===== src/rtl/rxp_pkg.sv =====
package rxp_pkg;
   localparam int unsigned WORD_W  = 13;
   localparam int unsigned QUANT_W = 16;

   typedef enum logic [1:0] {
      ST_IDLE = 2'd0,
      ST_REQ  = 2'd1,
      ST_WAIT = 2'd2
   } pr_state_e;
endpackage


===== src/rtl/rxp_mark_cmp.sv =====
module rxp_mark_cmp #(
   parameter int unsigned W = 13
) (
   input  logic [W-1:0] level,
   input  logic [W-1:0] hi_mark,
   input  logic [W-1:0] lo_mark,
   output logic         at_high,
   output logic         at_low
);
   generate
      if (W < 2) begin : g_bad_w
         $error("rxp_mark_cmp: W must be at least 2");
      end
   endgenerate

   always_comb begin
      at_high = (level >= hi_mark);
      at_low  = (level <= lo_mark);
   end
endmodule


===== src/rtl/rxp_quanta_timer.sv =====
module rxp_quanta_timer #(
   parameter int unsigned QW = 16
) (
   input  logic          clk,
   input  logic          rst_n,
   input  logic          clr,
   input  logic          load,
   input  logic [QW-1:0] load_val,
   input  logic          tick,
   output logic          expired
);
   localparam logic [QW-1:0] ZERO = '0;
   localparam logic [QW-1:0] ONE  = QW'(1);

   generate
      if (QW < 1) begin : g_bad_qw
         $error("rxp_quanta_timer: QW must be at least 1");
      end
   endgenerate

   logic [QW-1:0] remain_q;

   always_ff @(posedge clk or negedge rst_n) begin
      if (!rst_n)                      remain_q <= ZERO;
      else if (clr)                    remain_q <= ZERO;
      else if (load)                   remain_q <= load_val;
      else if (tick && remain_q != ZERO) remain_q <= remain_q - ONE;
   end

   assign expired = (remain_q == ZERO);

   // with no tick and no load the count holds
   a_r4_hold_without_tick: assert property (@(posedge clk) disable iff (!rst_n)
      (!clr && !load && !tick) |=> $stable(remain_q));
   // a clear always leaves the timer expired
   a_r7_clear_empties: assert property (@(posedge clk) disable iff (!rst_n)
      clr |=> expired);
endmodule


===== src/rtl/rx_pause_requester.sv =====
module rx_pause_requester
   import rxp_pkg::*;
#(
   parameter int unsigned LVL_W = WORD_W,
   parameter int unsigned QNT_W = QUANT_W
) (
   input  logic             clk,
   input  logic             rst_n,
   input  logic             enable,
   input  logic             soft_rst,
   input  logic [LVL_W-1:0] fill_words,
   input  logic [LVL_W-1:0] hi_mark,
   input  logic [LVL_W-1:0] lo_mark,
   input  logic [QNT_W-1:0] retx_quanta,
   input  logic             quanta_tick,
   input  logic             pause_ack,
   output logic             pause_req,
   output logic             xon_pulse
);
   generate
      if (QNT_W > 32) begin : g_bad_qnt
         $error("rx_pause_requester: QNT_W above 32 is not supported");
      end
   endgenerate

   logic      active;
   logic      at_high, at_low, expired;
   logic      tmr_load;
   logic      xon_d;
   pr_state_e state_q, state_d;

   assign active = enable && !soft_rst;

   rxp_mark_cmp #(.W(LVL_W)) u_cmp (
      .level   (fill_words),
      .hi_mark (hi_mark),
      .lo_mark (lo_mark),
      .at_high (at_high),
      .at_low  (at_low)
   );

   rxp_quanta_timer #(.QW(QNT_W)) u_tmr (
      .clk      (clk),
      .rst_n    (rst_n),
      .clr      (!active),
      .load     (tmr_load),
      .load_val (retx_quanta),
      .tick     (quanta_tick),
      .expired  (expired)
   );

   always_comb begin
      state_d  = state_q;
      xon_d    = 1'b0;
      tmr_load = 1'b0;
      if (!active) begin
         state_d = ST_IDLE;
      end else begin
         unique case (state_q)
            ST_IDLE: if (at_high) state_d = ST_REQ;
            ST_REQ: begin
               if (at_low) begin
                  state_d = ST_IDLE;
                  xon_d   = 1'b1;
               end else if (pause_ack) begin
                  state_d  = ST_WAIT;
                  tmr_load = 1'b1;
               end
            end
            ST_WAIT: begin
               if (at_low) begin
                  state_d = ST_IDLE;
                  xon_d   = 1'b1;
               end else if (expired) begin
                  state_d = ST_REQ;
               end
            end
            default: state_d = ST_IDLE;
         endcase
      end
   end

   always_ff @(posedge clk or negedge rst_n) begin
      if (!rst_n) begin
         state_q   <= ST_IDLE;
         xon_pulse <= 1'b0;
      end else begin
         state_q   <= state_d;
         xon_pulse <= xon_d;
      end
   end

   assign pause_req = (state_q == ST_REQ);

   // a high level seen while idle raises the request
   a_r2_raise_at_high: assert property (@(posedge clk) disable iff (!rst_n)
      (active && !pause_req && !expired && at_high && !at_low && !xon_pulse && state_q == ST_IDLE) |=> pause_req);
   // the request holds until acknowledged
   a_r3_hold_until_ack: assert property (@(posedge clk) disable iff (!rst_n)
      (pause_req && active && !pause_ack && !at_low) |=> pause_req);
   // no request while the timer is still counting
   a_r4_quiet_while_counting: assert property (@(posedge clk) disable iff (!rst_n)
      (state_q == ST_WAIT && active && !expired && !at_low) |=> !pause_req);
   // XON lasts one cycle
   a_r6_xon_single: assert property (@(posedge clk) disable iff (!rst_n)
      xon_pulse |=> !xon_pulse);
   // nothing is driven while disabled or held
   a_r7_quiet_when_off: assert property (@(posedge clk) disable iff (!rst_n)
      !active |=> (!pause_req && !xon_pulse));
   // XOFF and XON are never requested together
   a_r8_exclusive: assert property (@(posedge clk) disable iff (!rst_n)
      !(pause_req && xon_pulse));
endmodule


===== config.mk =====
export PLATFORM = sky130hd
export DESIGN_NAME = rx_pause_requester
export DESIGN_NICKNAME = d
export VERILOG_FILES = /design/src/rtl/rxp_pkg.sv /design/src/rtl/rxp_mark_cmp.sv /design/src/rtl/rxp_quanta_timer.sv /design/src/rtl/rx_pause_requester.sv
export SDC_FILE = /design/constraint.sdc
export NUM_CORES = 1
export LEC_CHECK = 0
export CAP_MARGIN = 20
export CORE_MARGIN = 2
export CORE_UTILIZATION = 50
export CTS_CLUSTER_SIZE = 24
export DETAILED_ROUTE_END_ITERATION = 16
export GPL_TIMING_DRIVEN = 0
export PLACE_DENSITY = 0.86
export SYNTH_ARGS = -nofsm -noshare
export SYNTH_HDL_FRONTEND = slang
export SYNTH_SLANG_ARGS = --single-unit

===== constraint.sdc =====
create_clock -name clk -period 3.5 [get_ports clk]
set_input_delay 0.525 -clock clk [delete_from_list [all_inputs] [get_ports clk]]
set_output_delay 0.525 -clock clk [all_outputs]
set_load 0.005 [all_outputs]

==> results of run 1 <==
## power by group
part           internal [uW]  switching, uW  total, uW  leakage (uW)
combinational            391            460        851      0.000948
clock                   80.8           68.2        149     0.0000228
sequential               273           64.0        337      0.000260
total                    745            593       1340       0.00123
## registers in the layout (all words and copies together) (netlist names)
signal and flops:
u_tmr.remain_q 16, state_q 2, xon_pulse 1
## placed cells by master (no fill, tap or decap), types with 3 or more instances in the layout
cell type,synthesis,final
sky130_fd_sc_hd__o41ai_1,4,4
sky130_fd_sc_hd__dfrtp_1,19,19
sky130_fd_sc_hd__nor2_1,12,12
sky130_fd_sc_hd__nand2b_1,4,4
sky130_fd_sc_hd__nand2_1,11,11
sky130_fd_sc_hd__a21oi_1,10,10
sky130_fd_sc_hd__clkdlybuf4s50_1,0,62
sky130_fd_sc_hd__or3_1,3,3
sky130_fd_sc_hd__nand3_1,3,3
sky130_fd_sc_hd__a21o_1,4,4
sky130_fd_sc_hd__clkbuf_1,2,3
sky130_fd_sc_hd__o31ai_1,6,6
sky130_fd_sc_hd__nor3_1,5,5
sky130_fd_sc_hd__buf_2,3,3
sky130_fd_sc_hd__mux2i_1,16,16
sky130_fd_sc_hd__nand4_1,5,5
sky130_fd_sc_hd__o21ai_0,4,4
sky130_fd_sc_hd__ha_1,31,31
sky130_fd_sc_hd__inv_1,35,35
sky130_fd_sc_hd__clkbuf_8,0,3
sky130_fd_sc_hd__o22ai_1,14,14
## tightest hold or removal path, delay by kind of cell, from the launching register on
kind               cells  cell delay [ns]
AOI/OAI and AO/OA      2             0.14
DFF                    1             0.38
## stage by stage
step / hold WS (ns) / instances / power, uW
finish: 0.5592 / 341 / 1337
CTS: 0.5558 / 341 / 1322
global placement: 0.5308 / 337 / 1139
detailed placement: 0.5405 / 337 / 1167
global route: 0.6051 / 341 / 1462
floorplan: 0.2294 / 227 / 944.7
## worst paths after layout
check	from	end	cells after the start
max	lo_mark[12]	u_tmr.remain_q[7]	10
min in group asynchronous	rst_n	u_tmr.remain_q[13]	1
min	u_tmr.remain_q[12]	u_tmr.remain_q[12]	2
max in group asynchronous	rst_n	u_tmr.remain_q[9]	1
min reg2reg	u_tmr.remain_q[12]	u_tmr.remain_q[12]	2
max reg2reg	u_tmr.remain_q[0]	u_tmr.remain_q[12]	11
## final cells by class
class                           count  area (um2)
Timing Repair Buffer               62       620.6
Fill cell                         300        1021
Clock buffer                        4       45.04
Inverter                           36       135.1
Tap cell                           48       60.06
Multi-Input combinational cell    165        1290
Buffer                              7       41.29
Sequential cell                    19       475.5
## kinds of logic (layout without fill, tap and decap cells)
| group | after synthesis | in the layout | synth area share (%) |
|---|---|---|---|
| compound gates | 60 | 60 | 21.52 |
| flops | 19 | 19 | 24.48 |
| xor+xnor | 1 | 1 | 0.4511 |
| simple gates | 56 | 56 | 15.66 |
| mux | 17 | 17 | 8.827 |
| fa+ha+maj | 31 | 31 | 19.97 |
| buf+inv | 43 | 109 | 9.085 |
## metal layers
layer  vias up  global-route usage (%)  wire length [um]
met3         6                   4.600               173
li1        966                       -                 -
met1       910                   29.43              2136
met2        53                   44.38              2575
met5         -                       0                 0
met4         0                   4.592                29
==> metrics.json, run 1 <==
{
  "clock_network": {
    "cts_clock_pin_slew_for_the_worst_setup_and_hold_paths_ns": 0.07,
    "post_cts_buffers": 0,
    "cts_tree": "done",
    "cts_resized": 0,
    "max-clock-path-buffers": 2,
    "cts_hold_repair.buffers": 0,
    "worst_skew_pair.late_latency_ns": 0.25,
    "cts_made_buffers": 3,
    "clkSinkCount": 19,
    "clock-root-buffer": "sky130_fd_sc_hd__clkbuf_8",
    "htree_levels": 1
  },
  "detailed_routing": {
    "route.detailed.vias_per_inst": 5.674,
    "first_iter_violations": 119,
    "detail_route.wirelength_um": 4914,
    "postRouteAntennaNets": 0,
    "dr.pass1.iters": 5,
    "avgRoutedWirePerCell_um": 14.41,
    "vias": 1935,
    "drc": 0
  },
  "logic_synthesis": {
    "synth_sequential_area_ratio_pct": 24.48,
    "synth.net_count": 319,
    "post_synth_edffs": 0,
    "yosys.area.top_type_share_pct": 24.48,
    "yosys_most_used_dff": "sky130_fd_sc_hd__dfrtp_1",
    "netlist_area_mm2": 0.001942,
    "ys_top_cells_by_count": "35 x sky130_fd_sc_hd__inv_1, 31 x sky130_fd_sc_hd__ha_1, 19 x sky130_fd_sc_hd__dfrtp_1",
    "ys_types": 48,
    "post-synth-top-count-cell": "sky130_fd_sc_hd__inv_1",
    "syn_inst": 227,
    "ys_warn_count": 0,
    "synth_area_per_inst_um2": 8.554,
    "synth-seq-cells": 19,
    "synth_top_area_cell": "sky130_fd_sc_hd__dfrtp_1",
    "async_reset_ff_share_pct": 100.0,
    "synthTopCellsByArea": "sky130_fd_sc_hd__dfrtp_1 24%, sky130_fd_sc_hd__ha_1 20%, sky130_fd_sc_hd__mux2i_1 8.2%"
  },
  "sta": {
    "skew_ns": 0.005994,
    "worst_pin_slew_ns": 0.8563,
    "drv_slew": 0,
    "finalSetupViolations": 0,
    "finalWorstSetupSlack_ns": 0.4707,
    "setup_repair_after_global_routing_missed_its_margin": "false",
    "final.period_utilization_pct": 86.55,
    "finalHoldViolCount": 0,
    "fin_setup_tns_ns": 0,
    "minimum_period_implied_by_the_final_worst_setup_slack_ns": 3.029,
    "max_freq_ghz": 0.3301,
    "slew_headroom_pct": 42.73
  },
  "die": {
    "num_rows": 22,
    "y_dimension_of_the_die_um": 66.32,
    "initial_core_util_pct": 52.65,
    "num_io_pins": 63,
    "core_mm2": 0.003689,
    "die-width_um": 66.32,
    "dieArea_mm2": 0.004398
  },
  "placement": {
    "cell_area_after_placement_mm2": 0.002623,
    "detailed_placer_s_ending_hpwl_um": 3987,
    "placement.io_buffers": 62,
    "preCtsSetupSlack_ns": 0.2720,
    "place.gp.congestion": 0.9319
  },
  "worst_setup_path": {
    "cp-end-kind": "flop",
    "path_max_fanout": 10,
    "critPathArrivalTime_ns": 3.14,
    "data_required_time_at_the_worst_endpoint_ns": 3.61,
    "path_cells": "clkdlybuf4s50_1 > inv_1 > ha_1 > nand4_1 > nor2_1 > o31ai_1 > a21oi_1 > nand2b_1 > clkbuf_1 > o22ai_1",
    "setup.worst_path.class": "in2reg",
    "critical_path.slowest_cell": "sky130_fd_sc_hd__a21oi_1",
    "path_buf_inv": 3,
    "r2r_slack_ns": 0.88,
    "critPathTopFamily": "buffers and inverters",
    "critPathMaxStageDelay_ns": 0.50,
    "cp-start-kind": "primary input"
  },
  "global_route": {
    "globalRouteTotalUtil_pct": 24.26,
    "grt_overflow_total": 0,
    "initial_antenna_violation_count": 0,
    "grt_pass1_wl_um": 8411,
    "number_of_global_route_vias_before_repair": 1991,
    "maximum_number_of_pins_on_one_net_before_global_route_repair": 20
  },
  "status": {
    "status": "finished clean"
  },
  "min_path": {
    "hp-class": "reg2reg"
  },
  "power_and_ir_drop": {
    "p_leak_uw": 0.001231,
    "ir_worst_vdd_mv": 0.4792,
    "power.density_mw_per_mm2": 501.4
  },
  "final_layout": {
    "area_delta_synth_final_pct": 37.37,
    "post_route_cells_drive_above_1_share_pct": 5.802,
    "ant_cells": 0,
    "final_design_area_no_fill_mm2": 0.002668,
    "finalNetCount": 386,
    "layout.core_utilization_pct": 72.32
  },
  "run": {
    "maxCapViolCount": 0
  }
}
Power figures use the tool's default switching activity.
==> run 2: changes to the inputs <==
--- a/config.mk
+++ b/config.mk
@@ -5,6 +5,7 @@
 export SDC_FILE = /design/constraint.sdc
 export NUM_CORES = 1
 export LEC_CHECK = 0
+export ABC_AREA = 0
 export CAP_MARGIN = 20
 export CORE_MARGIN = 2
 export CORE_UTILIZATION = 50
==> constraint.sdc (replaced) <==
create_clock -name clk -period 3.5 [get_ports clk]
set_input_delay 1.05 -clock clk [delete_from_list [all_inputs] [get_ports clk]]
set_output_delay 1.05 -clock clk [all_outputs]
set_load 0.005 [all_outputs]
==> metrics.json, run 2 (synthesized netlist as in run 1, its figures left out) <==
{
  "final_layout": {
    "reg_top3": "u_tmr.remain_q x16, state_q x2, xon_pulse x1",
    "regMostFlops": "u_tmr.remain_q",
    "final_common_cell": "sky130_fd_sc_hd__clkdlybuf4s50_1",
    "final_design_area_no_fill_mm2": 0.002685,
    "most-common-layout-cells": "62 x sky130_fd_sc_hd__clkdlybuf4s50_1, 35 x sky130_fd_sc_hd__inv_1, 31 x sky130_fd_sc_hd__ha_1, 19 x sky130_fd_sc_hd__dfrtp_1, 16 x sky130_fd_sc_hd__mux2i_1",
    "ant_cells": 0,
    "flip_flop_count_of_the_largest_register_all_copies_and_words_added": 16,
    "finalNetCount": 386,
    "layout.core_utilization_pct": 72.80,
    "area_delta_synth_final_pct": 38.27,
    "post_route_cells_drive_above_1_share_pct": 6.826
  },
  "worst_setup_path": {
    "path_max_fanout": 10,
    "cp-end-kind": "flop",
    "data_required_time_at_the_worst_endpoint_ns": 3.62,
    "critPathArrivalTime_ns": 3.44,
    "cp-start-kind": "primary input",
    "setup.worst_path.class": "in2reg"
  },
  "clock_network": {
    "clkSinkCount": 19,
    "cts_clock_pin_slew_for_the_worst_setup_and_hold_paths_ns": 0.07,
    "clock-root-buffer": "sky130_fd_sc_hd__clkbuf_8",
    "cts_hold_repair.buffers": 0,
    "cts_made_buffers": 3,
    "worst_skew_pair.late_latency_ns": 0.25,
    "max-clock-path-buffers": 2,
    "post_cts_buffers": 0,
    "htree_levels": 1,
    "cts_resized": 0,
    "cts_tree": "done"
  },
  "detailed_routing": {
    "vias": 1898,
    "detail_route.wirelength_um": 4860,
    "postRouteAntennaNets": 0,
    "drc": 0,
    "route.detailed.vias_per_inst": 5.566,
    "avgRoutedWirePerCell_um": 14.25,
    "first_iter_violations": 110,
    "dr.pass1.iters": 4
  },
  "sta": {
    "final.period_utilization_pct": 95.01,
    "skew_ns": 0.003371,
    "max_freq_ghz": 0.3007,
    "finalHoldViolCount": 0,
    "fin_setup_tns_ns": 0,
    "worst_pin_slew_ns": 0.8512,
    "minimum_period_implied_by_the_final_worst_setup_slack_ns": 3.325,
    "finalSetupViolations": 0,
    "slew_headroom_pct": 43.07,
    "drv_slew": 0
  },
  "die": {
    "dieArea_mm2": 0.004398,
    "num_rows": 22,
    "core_mm2": 0.003689,
    "initial_core_util_pct": 52.65,
    "die-width_um": 66.32,
    "y_dimension_of_the_die_um": 66.32,
    "num_io_pins": 63
  },
  "global_route": {
    "maximum_number_of_pins_on_one_net_before_global_route_repair": 20,
    "number_of_global_route_vias_before_repair": 1991,
    "grt_overflow_total": 0,
    "globalRouteTotalUtil_pct": 24.26,
    "grt_pass1_wl_um": 8411,
    "initial_antenna_violation_count": 0
  },
  "power_and_ir_drop": {
    "p_leak_uw": 0.001230,
    "post-layout-total-power_uw": 1329,
    "ir_worst_vdd_mv": 0.4730,
    "power.density_mw_per_mm2": 495.0
  },
  "placement": {
    "place.gp.congestion": 0.9319,
    "cell_area_after_placement_mm2": 0.002623,
    "detailed_placer_s_ending_hpwl_um": 3987,
    "placement.io_buffers": 62
  },
  "run": {
    "maxCapViolCount": 0
  },
  "status": {
    "status": "finished clean"
  },
  "min_path": {
    "hp-class": "reg2reg"
  }
}
## run 2: cell types whose count changed in the layout (fill, tap and decap cells not counted)
cell and delta:
sky130_fd_sc_hd__o31ai_1 -1, sky130_fd_sc_hd__clkbuf_1 -1, sky130_fd_sc_hd__buf_2 +1, sky130_fd_sc_hd__a21oi_4 +1
sky130_fd_sc_hd__a21oi_1 -1, sky130_fd_sc_hd__o31ai_2 +1
## run 2: layer usage
layer	GRT usage, %	up-vias	routed length (um)
met5	0	-	0
met4	4.592	0	29
met3	4.600	4	163
met2	44.38	43	2598
met1	29.43	883	2069
li1	-	968	-
## run 2: area by class of cell
class	instances	area, um2
inverter	36	135.1
fill	294	1003
multi-input combinational	165	1306
timing repair buffer	62	620.6
clock buffer	4	45.04
tap	48	60.06
buffer	7	42.54
sequential	19	475.5
## run 2: critical path, cell delays in order
cell and delay (ns):
sky130_fd_sc_hd__clkdlybuf4s50_1 0.46, sky130_fd_sc_hd__inv_1 0.04, sky130_fd_sc_hd__ha_1 0.31, sky130_fd_sc_hd__nand4_1 0.18, sky130_fd_sc_hd__or4_1 0.58, sky130_fd_sc_hd__nand4_1 0.17
sky130_fd_sc_hd__a21oi_4 0.09, sky130_fd_sc_hd__buf_2 0.27, sky130_fd_sc_hd__mux2i_1 0.20, sky130_fd_sc_hd__o22ai_1 0.10
## run 2: per-stage QoR
step | setup WS, ns | hold WS (ns) | std cells
6_report | 0.1747 | 0.5577 | 341
5_1_grt | -0.006078 | 0.6051 | 341
4_1_cts | 0.01048 | 0.5558 | 341
3_5_place_dp | -0.2530 | 0.5405 | 337
3_3_place_gp | -0.2147 | 0.5308 | 337
2_1_floorplan | 0.6244 | 0.5059 | 227
## run 2: where the power goes
group | total (uW) | internal [uW] | leakage, uW | switching [uW]
Sequential | 334 | 273 | 0.000260 | 61.4
Combinational | 847 | 392 | 0.000947 | 455
Clock | 148 | 80.8 | 0.0000228 | 67.1
Total | 1330 | 745 | 0.00123 | 584
## run 2: path summary, 6_finish.rpt
path,from,end,slack (ns),depth (start not counted)
setup / recovery,lo_mark[12],u_tmr.remain_q[3],0.17,10
hold / removal,u_tmr.remain_q[12],u_tmr.remain_q[12],0.56,2
setup reg to reg,u_tmr.remain_q[0],u_tmr.remain_q[3],0.88,11
hold reg to reg,u_tmr.remain_q[12],u_tmr.remain_q[12],0.56,2
max in group asynchronous,rst_n,u_tmr.remain_q[8],1.69,1
min in group asynchronous,rst_n,u_tmr.remain_q[13],1.28,1
